### config.mk
export PLATFORM = sky130hd
export DESIGN_NAME = pll_reprog_seq
export DESIGN_NICKNAME = d
export VERILOG_FILES = /design/src/rtl/pll_seq_pkg.sv /design/src/rtl/pll_wait_timer.sv /design/src/rtl/pll_poll_counter.sv /design/src/rtl/pll_seq_fsm.sv /design/src/rtl/pll_reprog_seq.sv
export SDC_FILE = /design/constraint.sdc
export NUM_CORES = 1
export LEC_CHECK = 0
export BUFFER_PORTS_ARGS = -buffer_cell sky130_fd_sc_hd__buf_2
export CORE_MARGIN = 2
export CORE_UTILIZATION = 35
export CTS_BUF_LIST = sky130_fd_sc_hd__clkbuf_8
export CTS_CLUSTER_SIZE = 28
export DETAILED_ROUTE_END_ITERATION = 12
export HOLD_SLACK_MARGIN = 0.1
export PLACE_DENSITY = 0.58
export SLEW_MARGIN = 10
export SYNTH_ARGS = -nofsm -noshare
export SYNTH_HDL_FRONTEND = slang
export SYNTH_SLANG_ARGS = --single-unit
### constraint.sdc
create_clock -name clk -period 1.75 [get_ports clk]
set_input_delay 0 -clock clk [delete_from_list [all_inputs] [get_ports clk]]
set_output_delay 0 -clock clk [all_outputs]
set_load 0.03 [all_outputs]
### src/rtl/pll_seq_pkg.sv
package pll_seq_pkg;
    localparam int REG_W = 32;

    localparam int CTL_PWRDN_BIT = 0;
    localparam int CTL_OUTEN_BIT = 4;
    localparam logic [REG_W-1:0] CTL_CLR_MASK = 32'h0000_001F;
    localparam logic [REG_W-1:0] DIV_ONE_WORD = 32'h0030_2062;
    localparam int STS_LOCK_BIT = 0;

    typedef enum logic [3:0] {
        S_IDLE,
        S_RD_CTRL,
        S_WR_PD,
        S_WR_MUL,
        S_WR_DIV,
        S_WR_PU,
        S_WAIT,
        S_RD_STAT,
        S_WR_EN,
        S_DONE,
        S_FAIL
    } seq_state_t;
endpackage

### src/rtl/pll_wait_timer.sv
module pll_wait_timer #(
    parameter int WAIT_CYC = 1000
) (
    input  logic clk,
    input  logic rst_n,
    input  logic run,
    output logic expired
);
    localparam int TW = $clog2(WAIT_CYC + 1);

    logic [TW-1:0] cnt;

    always_ff @(posedge clk) begin
        if (!rst_n || !run) begin
            cnt <= '0;
        end else if (!expired) begin
            cnt <= cnt + 1'b1;
        end
    end

    assign expired = run && (cnt == TW'(WAIT_CYC - 1));


    expire_once_chk: assert property (@(posedge clk) disable iff (!rst_n)
        expired |=> !expired);
endmodule

### src/rtl/pll_poll_counter.sv
module pll_poll_counter #(
    parameter int POLLS = 4
) (
    input  logic clk,
    input  logic rst_n,
    input  logic clr,
    input  logic inc,
    output logic last
);
    localparam int PW = (POLLS > 1) ? $clog2(POLLS) : 1;

    logic [PW-1:0] cnt;

    always_ff @(posedge clk) begin
        if (!rst_n || clr) begin
            cnt <= '0;
        end else if (inc) begin
            cnt <= cnt + 1'b1;
        end
    end

    assign last = (cnt == PW'(POLLS - 1));


    no_inc_at_last_chk: assert property (@(posedge clk) disable iff (!rst_n)
        last |-> !inc);
endmodule

### src/rtl/pll_seq_fsm.sv
module pll_seq_fsm
    import pll_seq_pkg::*;
#(
    parameter int AW = 8,
    parameter logic [AW-1:0] STAT_ADDR = 8'h00,
    parameter logic [AW-1:0] CTRL_ADDR = 8'h04,
    parameter logic [AW-1:0] MUL_ADDR  = 8'h08,
    parameter logic [AW-1:0] DIV_ADDR  = 8'h0C
) (
    input  logic             clk,
    input  logic             rst_n,
    input  logic             start,
    input  logic [REG_W-1:0] mult_word,
    output logic             busy,
    output logic             done,
    output logic             lock_err,
    output logic             wr_valid,
    input  logic             wr_ready,
    output logic [AW-1:0]    wr_addr,
    output logic [REG_W-1:0] wr_data,
    output logic             rd_valid,
    input  logic             rd_ready,
    output logic [AW-1:0]    rd_addr,
    input  logic [REG_W-1:0] rd_data,
    output logic             tmr_run,
    input  logic             tmr_expired,
    output logic             poll_clr,
    output logic             poll_inc,
    input  logic             poll_last
);
    seq_state_t state, nxt;
    logic [REG_W-1:0] ctrl_q, mult_q, ctrl_base;
    logic locked_rd;

    assign ctrl_base = ctrl_q & ~CTL_CLR_MASK;
    assign locked_rd = rd_data[STS_LOCK_BIT];

    always_ff @(posedge clk) begin
        if (!rst_n) state <= S_IDLE;
        else        state <= nxt;
    end

    always_ff @(posedge clk) begin
        if (!rst_n) begin
            ctrl_q <= '0;
            mult_q <= '0;
        end else begin
            if (state == S_IDLE && start)     mult_q <= mult_word;
            if (state == S_RD_CTRL && rd_ready) ctrl_q <= rd_data;
        end
    end

    always_comb begin
        nxt = state;
        unique case (state)
            S_IDLE:    if (start)       nxt = S_RD_CTRL;
            S_RD_CTRL: if (rd_ready)    nxt = S_WR_PD;
            S_WR_PD:   if (wr_ready)    nxt = S_WR_MUL;
            S_WR_MUL:  if (wr_ready)    nxt = S_WR_DIV;
            S_WR_DIV:  if (wr_ready)    nxt = S_WR_PU;
            S_WR_PU:   if (wr_ready)    nxt = S_WAIT;
            S_WAIT:    if (tmr_expired) nxt = S_RD_STAT;
            S_RD_STAT: if (rd_ready) begin
                if (locked_rd)      nxt = S_WR_EN;
                else if (poll_last) nxt = S_FAIL;
                else                nxt = S_WAIT;
            end
            S_WR_EN:   if (wr_ready)    nxt = S_DONE;
            S_DONE:    nxt = S_IDLE;
            S_FAIL:    nxt = S_IDLE;
            default:   nxt = S_IDLE;
        endcase
    end

    always_comb begin
        busy     = (state != S_IDLE);
        done     = 1'b0;
        lock_err = 1'b0;
        wr_valid = 1'b0;
        wr_addr  = CTRL_ADDR;
        wr_data  = '0;
        rd_valid = 1'b0;
        rd_addr  = CTRL_ADDR;
        tmr_run  = 1'b0;
        poll_clr = 1'b0;
        poll_inc = 1'b0;
        unique case (state)
            S_IDLE:    poll_clr = 1'b1;
            S_RD_CTRL: rd_valid = 1'b1;
            S_WR_PD: begin
                wr_valid = 1'b1;
                wr_data  = ctrl_base | (REG_W'(1) << CTL_PWRDN_BIT);
            end
            S_WR_MUL: begin
                wr_valid = 1'b1;
                wr_addr  = MUL_ADDR;
                wr_data  = mult_q;
            end
            S_WR_DIV: begin
                wr_valid = 1'b1;
                wr_addr  = DIV_ADDR;
                wr_data  = DIV_ONE_WORD;
            end
            S_WR_PU: begin
                wr_valid = 1'b1;
                wr_data  = ctrl_base;
            end
            S_WAIT:    tmr_run = 1'b1;
            S_RD_STAT: begin
                rd_valid = 1'b1;
                rd_addr  = STAT_ADDR;
                poll_inc = rd_ready && !locked_rd && !poll_last;
            end
            S_WR_EN: begin
                wr_valid = 1'b1;
                wr_data  = ctrl_base | (REG_W'(1) << CTL_OUTEN_BIT);
            end
            S_DONE:    done = 1'b1;
            S_FAIL:    lock_err = 1'b1;
            default:   ;
        endcase
    end


    start_busy_chk: assert property (@(posedge clk) disable iff (!rst_n)
        (start && !busy) |=> (busy && rd_valid && rd_addr == CTRL_ADDR));

    wr_hold_chk: assert property (@(posedge clk) disable iff (!rst_n)
        (wr_valid && !wr_ready) |=> (wr_valid && $stable(wr_addr) && $stable(wr_data)));

    rd_hold_chk: assert property (@(posedge clk) disable iff (!rst_n)
        (rd_valid && !rd_ready) |=> (rd_valid && $stable(rd_addr)));

    one_port_chk: assert property (@(posedge clk) disable iff (!rst_n)
        !(wr_valid && rd_valid));

    end_pulse_chk: assert property (@(posedge clk) disable iff (!rst_n)
        (done || lock_err) |=> !(busy || done || lock_err));

    end_excl_chk: assert property (@(posedge clk) disable iff (!rst_n)
        !(done && lock_err));
endmodule

### src/rtl/pll_reprog_seq.sv
module pll_reprog_seq
    import pll_seq_pkg::*;
#(
    parameter int WAIT_CYC = 1000,
    parameter int POLLS    = 4,
    parameter int AW       = 8,
    parameter logic [AW-1:0] STAT_ADDR = 8'h00,
    parameter logic [AW-1:0] CTRL_ADDR = 8'h04,
    parameter logic [AW-1:0] MUL_ADDR  = 8'h08,
    parameter logic [AW-1:0] DIV_ADDR  = 8'h0C
) (
    input  logic             clk,
    input  logic             rst_n,
    input  logic             start,
    input  logic [REG_W-1:0] mult_word,
    output logic             busy,
    output logic             done,
    output logic             lock_err,
    output logic             wr_valid,
    input  logic             wr_ready,
    output logic [AW-1:0]    wr_addr,
    output logic [REG_W-1:0] wr_data,
    output logic             rd_valid,
    input  logic             rd_ready,
    output logic [AW-1:0]    rd_addr,
    input  logic [REG_W-1:0] rd_data
);
    logic tmr_run, tmr_expired, poll_clr, poll_inc, poll_last;

    pll_seq_fsm #(
        .AW(AW), .STAT_ADDR(STAT_ADDR), .CTRL_ADDR(CTRL_ADDR),
        .MUL_ADDR(MUL_ADDR), .DIV_ADDR(DIV_ADDR)
    ) u_fsm (
        .clk(clk), .rst_n(rst_n), .start(start), .mult_word(mult_word),
        .busy(busy), .done(done), .lock_err(lock_err),
        .wr_valid(wr_valid), .wr_ready(wr_ready), .wr_addr(wr_addr), .wr_data(wr_data),
        .rd_valid(rd_valid), .rd_ready(rd_ready), .rd_addr(rd_addr), .rd_data(rd_data),
        .tmr_run(tmr_run), .tmr_expired(tmr_expired),
        .poll_clr(poll_clr), .poll_inc(poll_inc), .poll_last(poll_last)
    );

    pll_wait_timer #(.WAIT_CYC(WAIT_CYC)) u_tmr (
        .clk(clk), .rst_n(rst_n), .run(tmr_run), .expired(tmr_expired)
    );

    pll_poll_counter #(.POLLS(POLLS)) u_poll (
        .clk(clk), .rst_n(rst_n), .clr(poll_clr), .inc(poll_inc), .last(poll_last)
    );
endmodule

After elaboration in Yosys (flattened, before gate mapping)
Cells that the tools add are included.
{ "word_totals": {"elab_cells": 66, "mem_count": 0, "latch_bits": 0, "input_bits": 69, "mem_bits_rw": 0, "regBits": 80, "output_inout_bits": 53, "mem_bits_ro": 0} }
{ "op_classes": {"n_reduce_logical": 16, "n_addsub": 2, "bitwise": 0, "eq_ne": 21, "n_div": 0, "order_cmp": 0, "muxes": 22, "shift": 0, "multipliers": 0} }
{ "ops": {"columns": ["operator", "n"], "rows": [
  ["32-bit case mux with 5 select lines", 1],
  ["4-bit two-way mux", 11],
  ["4-bit case mux with 9 select lines", 1],
  ["2-bit inequality test (second input constant)", 9],
  ["4-bit by 3-bit == test with 1-bit output (second input constant)", 4],
  ["4-bit == test (second input constant)", 3],
  ["10-bit by 1-bit adder with 10-bit output (second input constant)", 1],
  ["10-bit == test (second input constant)", 1],
  ["9-bit AND reduction", 1],
  ["4-bit by 2-bit == test with 1-bit output (second input constant)", 2],
  ["4-bit case mux with 2 select lines", 1],
  ["1-bit two-way mux", 7],
  ["1-bit logical AND", 5],
  ["5-bit OR reduction", 1],
  ["4-bit by 1-bit == test with 1-bit output (second input constant)", 1],
  ["1-bit zero test", 4],
  ["4-bit zero test", 1],
  ["4-bit nonzero test", 1],
  ["3-bit two-way mux", 1],
  ["2-bit by 1-bit adder with 2-bit output (second input constant)", 1],
  ["2-bit == test (second input constant)", 1],
  ["1-bit logical OR", 2],
  ["2-bit OR reduction", 1]
]} }

Longest topological paths before layout
Gate-level depths: netlist (run 1).
{ "logic_depth": {"word_depth": 5, "mapped_depth": 7, "mapped_depth_nobuf": 6} }

Modules after synthesis
A second synthesis (run 1) with hierarchy kept.
{ "hier_totals": {"cells_unflattened": 467, "hier_area_um2": 3702.3} }
{ "by_module_without_submodules": {"columns": ["mod", "cells_each", "seq_area_each_um2", "area_each_um2", "n_inst"], "rows": [
  ["pll_seq_fsm", 402, 1261.2, 3120.5, 1],
  ["pll_wait_timer", 57, 200.2, 496.7, 1],
  ["pll_poll_counter", 8, 40.0, 85.1, 1]
]} }

Worst setup path before layout (run 1)
No wires, ideal clock.
{ "synth_timing": {"path_kind": "reg-to-output", "from": "register u_fsm.state[2]", "to": "output wr_data[20]", "required_time_ns": 1.750, "n_path_buf": 2, "setup_slack_ns": -0.051, "stages_incl_launch_ff": 8, "t_arrival_ns": 1.801, "cell_sequence": "dfxtp_1 -> buf_6 -> nor2b_4 -> buf_2 -> a21oi_1 -> nor2_1 -> a221oi_1 -> o21ai_0"} }
{ "synth_between": {"elab_chain_cells": 2, "word_cells_on_any_way": 6, "classes_between": "5 x eq/ne; 1 x mux"} }
{ "synth_lines": {"columns": ["element", "line_no", "text"], "rows": [
  ["start: declaration", "pll_seq_fsm.sv:31", "seq_state_t state, nxt;"],
  ["start signal: assignment", "pll_seq_fsm.sv:40", "else state <= nxt;"],
  ["4-bit == test (tied with other cells)", "pll_seq_fsm.sv:87", "unique case (state)"],
  ["32-bit case mux with 5 select lines (*)", "pll_seq_fsm.sv:87", null],
  ["end: declaration", "pll_reprog_seq.sv:22", "output logic [REG_W-1:0] wr_data,"]
]} }
Mark *: on every way between the ends. The rest lies on a longest branch, timed or not.

Worst setup path in the final report (run 1)
{ "layout_timing": {"from": "register u_fsm.state[2]", "to": "output wr_data[7]"} }
The elaborated chain is that of the path after synthesis.

==> impl_metrics.tcl, run 1 <==
set metrics [dict create \
    startpoint_type "register" \
    crit_family "compound AO/OA/AOI/OAI gates" \
    drt_wl_total_mm 11.09 \
    ys_seq_elements 75 \
    min_period_over_period_pct 99.27 \
    worst-r2r-cell-count 7 \
    root_buffer "clkbuf_8" \
    clk_path_buf_depth 2 \
    dieArea_sq_um 11480 \
    end_kind "output port" \
    drt-pass1-iter-count 5 \
    crit_path_cell_trace "nand2b_4 -> nor2_4 -> a21oi_4 -> o21bai_4 -> buf_4 -> a22o_1 -> buf_4" \
    insertion_delay_ns 0.34 \
    rows 37 \
    setup_tns_ns 0 \
    stdcell_count 778 \
    power.total_mw 6.771 \
    crit_path_start "u_fsm.state[2]" \
    vdd.ir_drop.worst_mv 0.5262 \
    crit_buf_inv 2 \
    whs_ns 0.1394 \
    wl_met1_mm 4.880 \
    maxCapViolations 0 \
    nets 708 \
    grt_start_max_net_pins 33 \
    place_congestion 0.8374 \
    rsz0062_at_grt "yes" \
    powerDensity_nw_per_um2 1201 \
    r2r_end "u_fsm.state[3]" \
    cts_buffers 9 \
    dp_cells 693 \
    initial_core_util_pct 36.06 \
    timing.rr.start "u_fsm.state[2]" \
    wl_met3_um 472 \
    top_layer "met4" \
    cts_max_level 3 \
    syn_area_sq_um 3722 \
    setup_ws_ns 0.01275 \
    finalSetupViolCount 0 \
    grt_pass1_wl_mm 16.68 \
    cp_slowest_cell "dfxtp_4" \
    preCtsSetupSlack_ns 0.09387 \
    crit_type "reg2out" \
    total_leakage_power_nw 2.351 \
    synth_cell_types 50 \
    ant_nets 0 \
    syn_area_per_cell_sq_um 8.092 \
    antenna_cells 0 \
    critical_path.most_common_cell "buf_4" \
    hold_class "in2reg" \
    grt_usage_pct 18.47 \
    overflow 0 \
    coreArea_sq_um 10320 \
    viasPerCell 4.880 \
    async_reset_ff_share_pct 0 \
    slew_viol_final 0 \
    synth_cells 460 \
    drive_gt1_share_pct 28.97 \
    drtIter0Drc 214 \
    wl_per_cell_um 14.25 \
    met2_length_mm 5.557 \
    ys.flop_type "dfxtp_1" \
    path_max_fanout 7 \
    clock-sinks 75 \
    status "finished clean" \
    portBuffers 104 \
    grt_pass1_vias 3597 \
    critPathCapture "wr_data[7]" \
    cp_num_cells 7 \
    antenna_found_initial 0 \
    min_period_ns 1.737 \
    num_io_pins 122 \
    yosys_warnings 0 \
    fin_skew_ns 0.007948 \
    hold_violations 0 \
    area_delta_synth_final_pct 51.53 \
    crit_arrival_ns 1.74 \
    dp_hpwl_mm 6.993 \
    max_freq_ghz 0.5756 \
    die_y_um 107.1 \
    synth_edf_count 0 \
    slowest_delay_ns 0.36 \
    rrSetupSlack_ns 0.07 \
    cts_tree "done" \
    path_clk_slew_ns 0.09 \
    required_ns 1.75 \
    vias 3797 \
    seq_area_frac_synth_pct 40.34 \
    drc 0 \
    die_x_um 107.1 \
]
-- registers in the layout, summed over array words and instances (netlist names) --
name and flops:
u_fsm.ctrl_q 27, u_fsm.mult_q 32, u_poll.cnt 2, u_fsm.state 4, u_tmr.cnt 10
-- worst reg2reg max path: stages, from the launching register on --
cell and delay (ns):
dfxtp_4 0.36, nand2b_4 0.18, buf_4 0.14, buf_4 0.13, o32a_1 0.18, o2bb2ai_2 0.25
nor2_2 0.09, a32o_1 0.25
-- cell usage after synthesis (2+ instances only) --
cell type	instances	area (sq um)
nand2_1	137	514.2
dfxtp_1	75	1501
a21boi_0	42	315.3
nor2_1	29	108.9
a22o_1	22	192.7
buf_4	19	142.6
a21boi_1	18	135.1
clkbuf_1	14	52.55
a21oi_1	11	55.05
and3_1	8	50.05
buf_6	7	78.83
o21ai_0	7	35.03
xor2_1	7	61.31
a221oi_1	5	43.79
buf_2	4	20.02
inv_1	4	15.01
nand3_1	4	20.02
nand2b_1	3	18.77
nor2b_1	3	18.77
and2_1	2	12.51
ha_1	2	25.02
mux2i_1	2	20.02
nor2_2	2	12.51
nor3_1	2	10.01
nor3_2	2	20.02
o21ai_1	2	10.01
or2_2	2	12.51
or3_1	2	12.51
xnor2_1	2	17.52
-- power breakdown --
| part | internal [mW] | leakage (nW) | switching [mW] |
|---|---|---|---|
| logic | 1.15 | 1.60 | 1.65 |
| registers | 1.98 | 0.613 | 0.195 |
| clock network | 1.11 | 0.136 | 0.688 |
-- how the worst min path moves through the flow --
stage,start,endpoint,slack (ns),cells past startpoint
2_1_floorplan,mult_word[10],u_fsm.mult_q[10],0.13,2
3_3_place_gp,mult_word[14],u_fsm.mult_q[14],0.24,3
3_5_place_dp,mult_word[14],u_fsm.mult_q[14],0.25,3
4_1_cts,rd_ready,u_poll.cnt[0],0.12,5
5_1_grt,rd_ready,u_poll.cnt[0],0.15,5
6_report,rd_ready,u_poll.cnt[0],0.14,5
-- per-stage QoR --
step	cell area [sq um]	utilization, %
detailed placement	4392	42.54
CTS	5421	52.51
global route	5640	54.64
floorplan	3767	-
finish	5640	54.64
global placement	4392	42.54
-- cells by family (layout without fill, tap and decap cells) --
group                      after synthesis  count (layout)  share of synthesized area, %
AOI/OAI and AO/OA                      117             117                         23.70
xor gates and xnor gates                 9               9                         2.118
adders and majority gates                2               2                        0.6722
buffers and inverters                   50             220                         8.572
DFF                                     75              75                         40.34
muxes                                    2               2                        0.5378
other                                    1              13                        0.1007
and+or+nand+nor                        204             204                         23.97
-- layout make-up --
cell class,instances,area [sq um]
flip-flops and latches,75,1514
repair buffers,198,1584
clock inverters,7,148.9
clock buffers,9,123.9
multi-input cells,347,2074
fillers,970,4683
well taps,136,170.2
inverters,6,25.02
-- layer usage --
layer  global-route usage [%]  up-vias
met3                    4.134       15
met2                    31.60      106
li1                         -     1883
met1                    22.16     1793
met4                    7.885        0
met5                        0        -
-- repair_timing --
action                                  CTS  global route
hold buffers                             61             0
buffers inserted                          4             2
endpoints found under the hold margin    65             0
gates cloned                              0             2
endpoints found under the setup margin   29            30
resized for setup                        41            51
pin swaps                                 0             9
-- placed cells by master, fill, tap and decap left out, drive strengths merged, types with 8 or more instances in the layout --
| cell | n |
|---|---|
| nand2 | 137 |
| buf | 136 |
| dfxtp | 75 |
| dlygate4sd3 | 61 |
| a21boi | 60 |
| nor2 | 31 |
| a22o | 22 |
| conb | 13 |
| a21oi | 11 |
| clkbuf | 9 |
| o21ai | 9 |
| and3 | 8 |
No activity file was read; power rests on OpenSTA's default activity.
==> inputs of run 2 (changes only) <==
--- a/config.mk
+++ b/config.mk
@@ -11,6 +11,7 @@
 export CTS_BUF_LIST = sky130_fd_sc_hd__clkbuf_8
 export CTS_CLUSTER_SIZE = 28
 export DETAILED_ROUTE_END_ITERATION = 12
+export GPL_TIMING_DRIVEN = 0
 export HOLD_SLACK_MARGIN = 0.1
 export PLACE_DENSITY = 0.58
 export SLEW_MARGIN = 10
==> run 2 against run 1 <==
The flow now finishes with violations (setup timing). Global-route usage up 1.9 points. Clock skew up 0.0064 ns. Flip-flop and latch count unchanged. Combinational power up 4%. Sequential power down 2%. Critical endpoint is now wr_valid. Largest cell class unchanged.
==> impl_metrics.tcl, run 2 (synthesized netlist as in run 1, its figures left out) <==
set metrics [dict create \
    maxSlewHeadroom_pct 62.89 \
    crit_path_start "u_fsm.state[2]" \
    setup_ws_ns -0.1137 \
    maxCapViolations 0 \
    powerDensity_nw_per_um2 1124 \
    stdcell_count 800 \
    num_io_pins 122 \
    power.total_mw 6.393 \
    final_cell_mix "nand2_1 (136), buf_2 (77), dfxtp_1 (72)" \
    whs_ns 0.1098 \
    total_leakage_power_nw 2.407 \
    cts_tree "done" \
    rows 37 \
    drt-pass1-iter-count 4 \
    place_congestion 0.8488 \
    drtIter0Drc 103 \
    drc 0 \
    viasPerCell 4.804 \
    fin_skew_ns 0.01436 \
    r2r_end "u_fsm.state[3]" \
    finalSetupViolCount 27 \
    top_regs "u_fsm.mult_q (32), u_fsm.ctrl_q (27), u_tmr.cnt (10)" \
    antenna_cells 0 \
    initial_core_util_pct 36.06 \
    root_buffer "clkbuf_8" \
    hold_violations 0 \
    violations "setup timing" \
    area_delta_synth_final_pct 52.77 \
    overflow 0 \
    largest_register "u_fsm.mult_q" \
    cts_buffers 9 \
    cts_max_level 3 \
    path_max_fanout 6 \
    drive_gt1_share_pct 30.27 \
    drt_wl_total_mm 11.60 \
    antenna_found_initial 0 \
    timing.rr.start "u_fsm.state[2]" \
    mostFrequentLayoutCell "nand2_1" \
    grt_usage_pct 20.35 \
    rsz0062_at_grt "yes" \
    path_clk_slew_ns 0.08 \
    wl_per_cell_um 14.50 \
    crit_type "reg2out" \
    slew_viol_final 0 \
    min_period_over_period_pct 106.5 \
    min_period_ns 1.864 \
    required_ns 1.75 \
    insertion_delay_ns 0.35 \
    grt_pass1_vias 3691 \
    status "finished, violations left" \
    largest_register_ffs 32 \
    dp_cells 711 \
    hold_class "in2reg" \
    vias 3843 \
    max_freq_ghz 0.5366 \
    die_x_um 107.1 \
    vdd.ir_drop.worst_mv 0.4568 \
    portBuffers 103 \
    dieArea_sq_um 11480 \
    final_core_util_pct 55.08 \
    grt_start_max_net_pins 13 \
    dp_hpwl_mm 7.597 \
    ant_nets 0 \
    clock-sinks 75 \
    coreArea_sq_um 10320 \
    startpoint_type "register" \
    critPathCapture "wr_valid" \
    worst-r2r-cell-count 6 \
    end_kind "output port" \
    crit_arrival_ns 1.86 \
    clk_path_buf_depth 2 \
    nets 731 \
    grt_pass1_wl_mm 18.08 \
    die_y_um 107.1 \
    tightest_slew_ns 0.5567 \
    rrSetupSlack_ns 0.05 \
]
-- run 2: changes by cell type in the layout (fill, tap and decap cells not counted), sizes merged --
cell           delta
clkinvlp          +1
bufinv            -3
clkdlybuf4s15     -1
buf              +12
clkbuf           +13
-- run 2: per-layer routing --
| metal | global-route usage (%) | up-vias | share of wire, % |
|---|---|---|---|
| met5 | 0 | - | 0 |
| met4 | 8.163 | 0 | 1.7 |
| met3 | 3.587 | 18 | 5.1 |
| met2 | 34.67 | 116 | 49 |
| met1 | 25.34 | 1785 | 44 |
| li1 | - | 1924 | - |
-- run 2: critical path, cell delays in order, from the launching register on --
cell and delay [ns]:
dfxtp_4 0.36, buf_8 0.12, nor2b_4 0.13, a21oi_2 0.17, o21bai_4 0.13, buf_4 0.16
or2_2 0.29, buf_6 0.14
-- run 2: worst min-delay path by stage --
| stage | from | endpoint | depth (start not counted) |
|---|---|---|---|
| after CTS | rst_n | u_fsm.mult_q[3] | 2 |
| after detailed placement | mult_word[22] | u_fsm.mult_q[22] | 3 |
| final | rst_n | u_fsm.mult_q[3] | 2 |
| after global placement | mult_word[19] | u_fsm.mult_q[19] | 3 |
| after floorplan | mult_word[10] | u_fsm.mult_q[10] | 2 |
| after global routing | start | u_fsm.mult_q[3] | 4 |
-- run 2: what timing repair did --
item,in CTS,in global routing
cloned,2,0
hold buffers,61,0
resized for setup,71,48
pin swaps,5,6
endpoints found under the hold margin,61,0
endpoints found under the setup margin,32,82
buffers inserted,10,2
-- run 2: area by class of cell --
cell class	count	area, sq um
fillers	996	4637
flip-flops and latches	75	1510
well taps	136	170.2
clock buffers	10	137.6
inverters	6	25.02
plain buffers	43	342.8
multi-input cells	347	2056
clock inverters	5	55.05
repair buffers	178	1390
-- run 2: per-stage QoR --
| stage | TNS (ns) | setup slack [ns] | cell area, sq um |
|---|---|---|---|
| final | -1.538 | -0.1137 | 5687 |
| after global routing | -4.073 | -0.1906 | 5687 |
| after CTS | -2.469 | -0.1279 | 5562 |
| after detailed placement | -3.488 | -0.2092 | 4453 |
| after global placement | -3.905 | -0.2342 | 4453 |
| after floorplan | 0 | 0.03377 | 3767 |
-- run 2: where the power goes --
part           leakage, nW  internal [mW]  switching (mW)
clock network       0.0995          0.685           0.666
registers            0.613           1.98           0.165
logic                 1.69           1.22            1.68
total                 2.41           3.88            2.51
